**src/rtl/mulacc_pkg.sv**
```systemverilog
package mulacc_pkg;

    typedef enum logic [2:0] {
        OPC_MUL32  = 3'b000,
        OPC_MAD32  = 3'b001,
        OPC_UMUL64 = 3'b100,
        OPC_SMUL64 = 3'b110,
        OPC_UMAD64 = 3'b111
    } mul_opc_e;

    typedef struct packed {
        logic legal;
        logic wide;
        logic signed_ops;
        logic add_short;
        logic add_wide;
    } mul_ctrl_t;

    function automatic mul_ctrl_t decode_opc(input logic [2:0] code);
        mul_ctrl_t c;
        c = '0;
        case (code)
            OPC_MUL32:  c.legal = 1'b1;
            OPC_MAD32:  begin c.legal = 1'b1; c.add_short = 1'b1; end
            OPC_UMUL64: begin c.legal = 1'b1; c.wide = 1'b1; end
            OPC_SMUL64: begin c.legal = 1'b1; c.wide = 1'b1; c.signed_ops = 1'b1; end
            OPC_UMAD64: begin c.legal = 1'b1; c.wide = 1'b1; c.add_wide = 1'b1; end
            default:    c = '0;
        endcase
        return c;
    endfunction

endpackage

```
**src/rtl/mulacc_decode.sv**
```systemverilog
module mulacc_decode
    import mulacc_pkg::*;
(
    input  logic [2:0] code,
    output mul_ctrl_t  ctrl
);
    always_comb ctrl = decode_opc(code);
endmodule

```
**src/rtl/mulacc_mult.sv**
```systemverilog
module mulacc_mult #(
    parameter int W = 32
) (
    input  logic           signed_ops,
    input  logic [W-1:0]   a,
    input  logic [W-1:0]   b,
    output logic [2*W-1:0] prod
);
    localparam int PW = 2 * W;
    logic [PW-1:0] ax, bx;
    logic [PW-1:0] full;

    always_comb begin
        ax   = {{W{signed_ops & a[W-1]}}, a};
        bx   = {{W{signed_ops & b[W-1]}}, b};
        full = ax * bx;
        prod = full;
    end
endmodule

```
**src/rtl/mulacc_accum.sv**
```systemverilog
module mulacc_accum
    import mulacc_pkg::*;
#(
    parameter int W = 32
) (
    input  mul_ctrl_t      ctrl,
    input  logic [2*W-1:0] prod,
    input  logic [W-1:0]   acc_lo,
    input  logic [W-1:0]   acc_hi,
    output logic [W-1:0]   sum_lo,
    output logic [W-1:0]   sum_hi,
    output logic           is_zero,
    output logic           is_neg
);
    localparam int PW = 2 * W;
    logic [PW-1:0] addend, total;

    always_comb begin
        if (ctrl.add_wide)       addend = {acc_hi, acc_lo};
        else if (ctrl.add_short) addend = {{W{1'b0}}, acc_lo};
        else                     addend = '0;
        total = prod + addend;
        if (!ctrl.legal) begin
            sum_lo  = '0;
            sum_hi  = '0;
            is_zero = 1'b0;
            is_neg  = 1'b0;
        end else if (ctrl.wide) begin
            sum_lo  = total[W-1:0];
            sum_hi  = total[PW-1:W];
            is_zero = (total == '0);
            is_neg  = total[PW-1];
        end else begin
            sum_lo  = total[W-1:0];
            sum_hi  = '0;
            is_zero = (total[W-1:0] == '0);
            is_neg  = total[W-1];
        end
    end
endmodule

```
**src/rtl/mulacc_core.sv**
```systemverilog
module mulacc_core
    import mulacc_pkg::*;
#(
    parameter int W = 32
) (
    input  logic         clk,
    input  logic         rst,
    input  logic         start,
    input  logic [2:0]   op,
    input  logic [W-1:0] src_a,
    input  logic [W-1:0] src_b,
    input  logic [W-1:0] acc_lo,
    input  logic [W-1:0] acc_hi,
    output logic         busy,
    output logic         done,
    output logic [W-1:0] res_lo,
    output logic [W-1:0] res_hi,
    output logic         we_lo,
    output logic         we_hi,
    output logic         illegal,
    output logic         flag_zero,
    output logic         flag_neg
);
    localparam int PW = 2 * W;

    mul_ctrl_t     ctrl_d, ctrl_q;
    logic [W-1:0]  a_q, b_q, alo_q, ahi_q;
    logic          busy_q, done_q, we_lo_q, we_hi_q, ill_q;
    logic [W-1:0]  rlo_q, rhi_q;
    logic          z_q, n_q;
    logic [PW-1:0] prod;
    logic [W-1:0]  sum_lo, sum_hi;
    logic          is_zero, is_neg;
    logic          accept;

    assign accept = start && !busy_q;

    mulacc_decode u_dec (.code(op), .ctrl(ctrl_d));

    mulacc_mult #(.W(W)) u_mul (
        .signed_ops(ctrl_q.signed_ops), .a(a_q), .b(b_q), .prod(prod)
    );

    mulacc_accum #(.W(W)) u_acc (
        .ctrl(ctrl_q), .prod(prod), .acc_lo(alo_q), .acc_hi(ahi_q),
        .sum_lo(sum_lo), .sum_hi(sum_hi), .is_zero(is_zero), .is_neg(is_neg)
    );

    always_ff @(posedge clk) begin
        if (rst) begin
            busy_q <= 1'b0;
            ctrl_q <= '0;
            a_q    <= '0;
            b_q    <= '0;
            alo_q  <= '0;
            ahi_q  <= '0;
        end else begin
            busy_q <= accept;
            if (accept) begin
                ctrl_q <= ctrl_d;
                a_q    <= src_a;
                b_q    <= src_b;
                alo_q  <= acc_lo;
                ahi_q  <= acc_hi;
            end
        end
    end

    always_ff @(posedge clk) begin
        if (rst) begin
            done_q  <= 1'b0;
            we_lo_q <= 1'b0;
            we_hi_q <= 1'b0;
            ill_q   <= 1'b0;
            rlo_q   <= '0;
            rhi_q   <= '0;
            z_q     <= 1'b0;
            n_q     <= 1'b0;
        end else begin
            done_q  <= busy_q;
            we_lo_q <= busy_q && ctrl_q.legal;
            we_hi_q <= busy_q && ctrl_q.legal && ctrl_q.wide;
            ill_q   <= busy_q && !ctrl_q.legal;
            if (busy_q) begin
                rlo_q <= sum_lo;
                rhi_q <= sum_hi;
                z_q   <= is_zero;
                n_q   <= is_neg;
            end
        end
    end

    assign busy      = busy_q;
    assign done      = done_q;
    assign we_lo     = we_lo_q;
    assign we_hi     = we_hi_q;
    assign illegal   = ill_q;
    assign res_lo    = rlo_q;
    assign res_hi    = rhi_q;
    assign flag_zero = z_q;
    assign flag_neg  = n_q;
endmodule

```
**config.mk**
```make
export PLATFORM = sky130hd
export DESIGN_NAME = mulacc_core
export DESIGN_NICKNAME = d
export VERILOG_FILES = /design/src/rtl/mulacc_pkg.sv /design/src/rtl/mulacc_decode.sv /design/src/rtl/mulacc_mult.sv /design/src/rtl/mulacc_accum.sv /design/src/rtl/mulacc_core.sv
export SDC_FILE = /design/constraint.sdc
export NUM_CORES = 2
export LEC_CHECK = 0
export ABC_AREA = 1
export BUFFER_PORTS_ARGS = -buffer_cell sky130_fd_sc_hd__buf_2
export CORE_MARGIN = 2
export CORE_UTILIZATION = 40
export DETAILED_ROUTE_END_ITERATION = 10
export GPL_ROUTABILITY_DRIVEN = 1
export GPL_TIMING_DRIVEN = 0
export PLACE_DENSITY = 0.58
export RECOVER_POWER = 25
export SETUP_SLACK_MARGIN = 0.3
export SYNTH_ARGS = -nofsm -noshare
export SYNTH_HDL_FRONTEND = slang
export SYNTH_SLANG_ARGS = --single-unit
```
**constraint.sdc**
```tcl
create_clock -name clk -period 7.4 [get_ports clk]
set_input_delay 1.11 -clock clk [delete_from_list [all_inputs] [get_ports clk]]
set_output_delay 1.11 -clock clk [all_outputs]
set_load 0.05 [all_outputs]
```
==> metrics.txt <==
status=finished with violations; failing checks=negative setup slack; Port Buf Inserts=203; DRC violations left=0; Crit Path Category=reg2reg; Worst-Margin Slew=1.29 ns; setup ws final=-0.542 ns; min-delay worst type=reg2reg; DP Cell Count=8294; clock sinks=204; Cell Count, Final, Fillers Out=8528; Pwr per Cell Area=308 mW/mm2; vias per cell=5.04; yosys warns=0; Max IR drop VDD=507 uV; Yosys reg bits=204; Post-DP HPWL=167000 um; largest net degree at the start of global routing=31; top_reg_cell synth=dfxtp_1; worst-path maximum fanout=5; row count=130; post-route design area=0.0604 mm2; RD Place Congestion=0.991; fmax=126 MHz; Synth cell types=38; area added between synthesis and finish=19.4%; max incr delay on CP=0.88 ns; TritonCTS clock tree=yes; Slew Viols, Final=0; layout cells sized above 1=17.3%; max cap viols=0; Ports=205; total power=18.6 mW; commonest non-fill, non-tap cell in the layout=inv_1; normalized max-slew margin=14.2%; clk root buf=clkbuf_16; CP Data Arrival Time=8.54 ns; final hold vios=0; CP max stage cell=fa_4; asr flop ratio synth=0%; fill count=12500; CORE AREA=0.126 mm2; wire per inst=22.9 um; GRT Total Usage=30.2%; delay-heaviest family, CP=adder cells; Iter 0 DRT Violations=3770; H-tree depth=1; CP Capture Type=flip-flop; Setup TNS Final=-1.72 ns; Leak Pwr=31.9 nW; fraction of the cycle the final worst path needs=107%; die height=360 um; via count=42900; number of global-route vias before repair=43800; fin util=48.1%; first-pass GRT wire length=286000 um; metal3 WL=18600 um; Num CTS Buffers=28; Syn Inst Count=6440; Avg Cell Area, Syn=7.85 um2; Layout Nets=8436; global route overflow=0; Chip Width=360 um; clk_lat worst skew=0.66 ns; Seq/Total Area, Yosys=8.08%; Crit path top cell by count=fa_1; Hold WS=0.458 ns; Period minus WS final=7.94 ns; Top Layer Used=met4; starting density of the core=40.3%; DP Area=0.0538 mm2; die area=0.129 mm2; hold_buf cts=0; Clock Tree Buf Depth=3; Met2 Routed Length=84700 um; ANT nets after route=0; Detailed Routing Iterations Pass 1=6; total wire length=195000 um; synthesized net count=8025; # setup viols final=12; Fin Clk Skew=0.0163 ns; Buffers & Inverters on Critical Path=11; Post-synth EDFFs=0; Clock transition at path regs=0.06 ns; initial antenna violation count=8; Post-Syn Area=0.0506 mm2; Worst setup SP type=flip-flop; Worst Path Required=8.00 ns; worst slack at placement=-2.14 ns; RSZ-0062 raised after global routing=yes; Metal-1 WL=80000 um; most frequent cells in the layout=inv_1, nand2_1, fa_1, nor2_1, dfxtp_1
## path summary, 6_finish.rpt
check,startpoint,endpoint,slack [ns],cells past startpoint
worst min-delay path,alo_q[10],alo_q[10],0.46,2
worst min register to register,alo_q[10],alo_q[10],0.46,2
worst max-delay path,a_q[31],flag_zero,-0.54,37
worst max register to register,a_q[31],flag_zero,-0.54,37
## power by group
part	leakage [nW]	internal [mW]	switching (mW)
registers	1.68	1.17	0.0295
logic	29.7	5.92	9.91
clock network	0.504	0.923	0.657
total	31.9	8.01	10.6
## metal layers
metal / up-vias / GRT usage, %
met5: - / 0
met4: 0 / 14.8
met3: 373 / 5.45
met2: 1966 / 45.7
met1: 21700 / 41.7
li1: 18900 / -
## cell type report
cell class,instances,area (um2),share of cell area [%]
clock inverters,18,280,0.464
flip-flops and latches,204,4090,6.78
well taps,1650,2060,3.42
diodes,5,12.5,0.0207
clock buffers,34,763,1.26
plain buffers,325,2800,4.63
multi-input cells,4073,40900,67.7
inverters,1838,6940,11.5
repair buffers,381,2540,4.21
## logic make-up (layout without fill, tap and decap cells)
logic type | Yosys count | count (layout) | synth area share, %
other | 0 | 5 | 0
AO/OA/AOI/OAI | 379 | 379 | 4.02
flip-flops | 204 | 204 | 8.08
AND/OR/NAND/NOR | 2207 | 2207 | 17.2
adder cells (fa/ha/maj) | 1451 | 1451 | 54.1
buffers and inverters | 2163 | 2596 | 16.1
XOR/XNOR | 36 | 36 | 0.623
## Yosys cell counts, types with 2 or more instances
library cell     n  area, um2
o21ai_1          8       40.0
a22o_1          25        219
a21oi_2          2       17.5
nand3_1         93        465
a21oi_1        134        671
buf_2            2       10.0
dfxtp_1        204       4080
clkbuf_1       319       1200
nand3_2          3       30.0
xor2_1          21        184
nand4_1         32        200
nor2_1         359       1350
nand3b_1        12       90.1
or2_2           10       62.6
a21o_1           3       22.5
inv_1         1819       6830
nor2_2          15       93.8
o21a_1           4       30.0
o21bai_1         5       37.5
buf_1            3       11.3
fa_1          1223      24500
a31oi_1          2       12.5
nand2_1       1658       6220
ha_1           228       2850
clkinv_1         2       7.51
xnor2_1         15        131
nor3_1          11       55.1
nand2_2          8       50.1
o21ai_0        195        976
inv_2           17       63.8
## flip-flops by register name, indices dropped and copies added (netlist names)
| signal | flops |
|---|---|
| a_q | 32 |
| ahi_q | 32 |
| alo_q | 32 |
| b_q | 32 |
| busy | 1 |
| ctrl_q | 5 |
| done | 1 |
| flag_neg | 1 |
| flag_zero | 1 |
| illegal | 1 |
| res_hi | 32 |
| res_lo | 32 |
| we_hi | 1 |
| we_lo | 1 |
## worst min-delay path: stages, from the launching register on
cell and delay, ns:
dfxtp_1 0.30, inv_1 0.06, a21oi_1 0.05
## repair_timing
item	CTS	global route
endpoints found under the setup margin	54	51
resized for setup	782	671
setup buffers	66	108
pin swaps	89	191
gates cloned	1	2
Power figures use the tool's default switching activity.
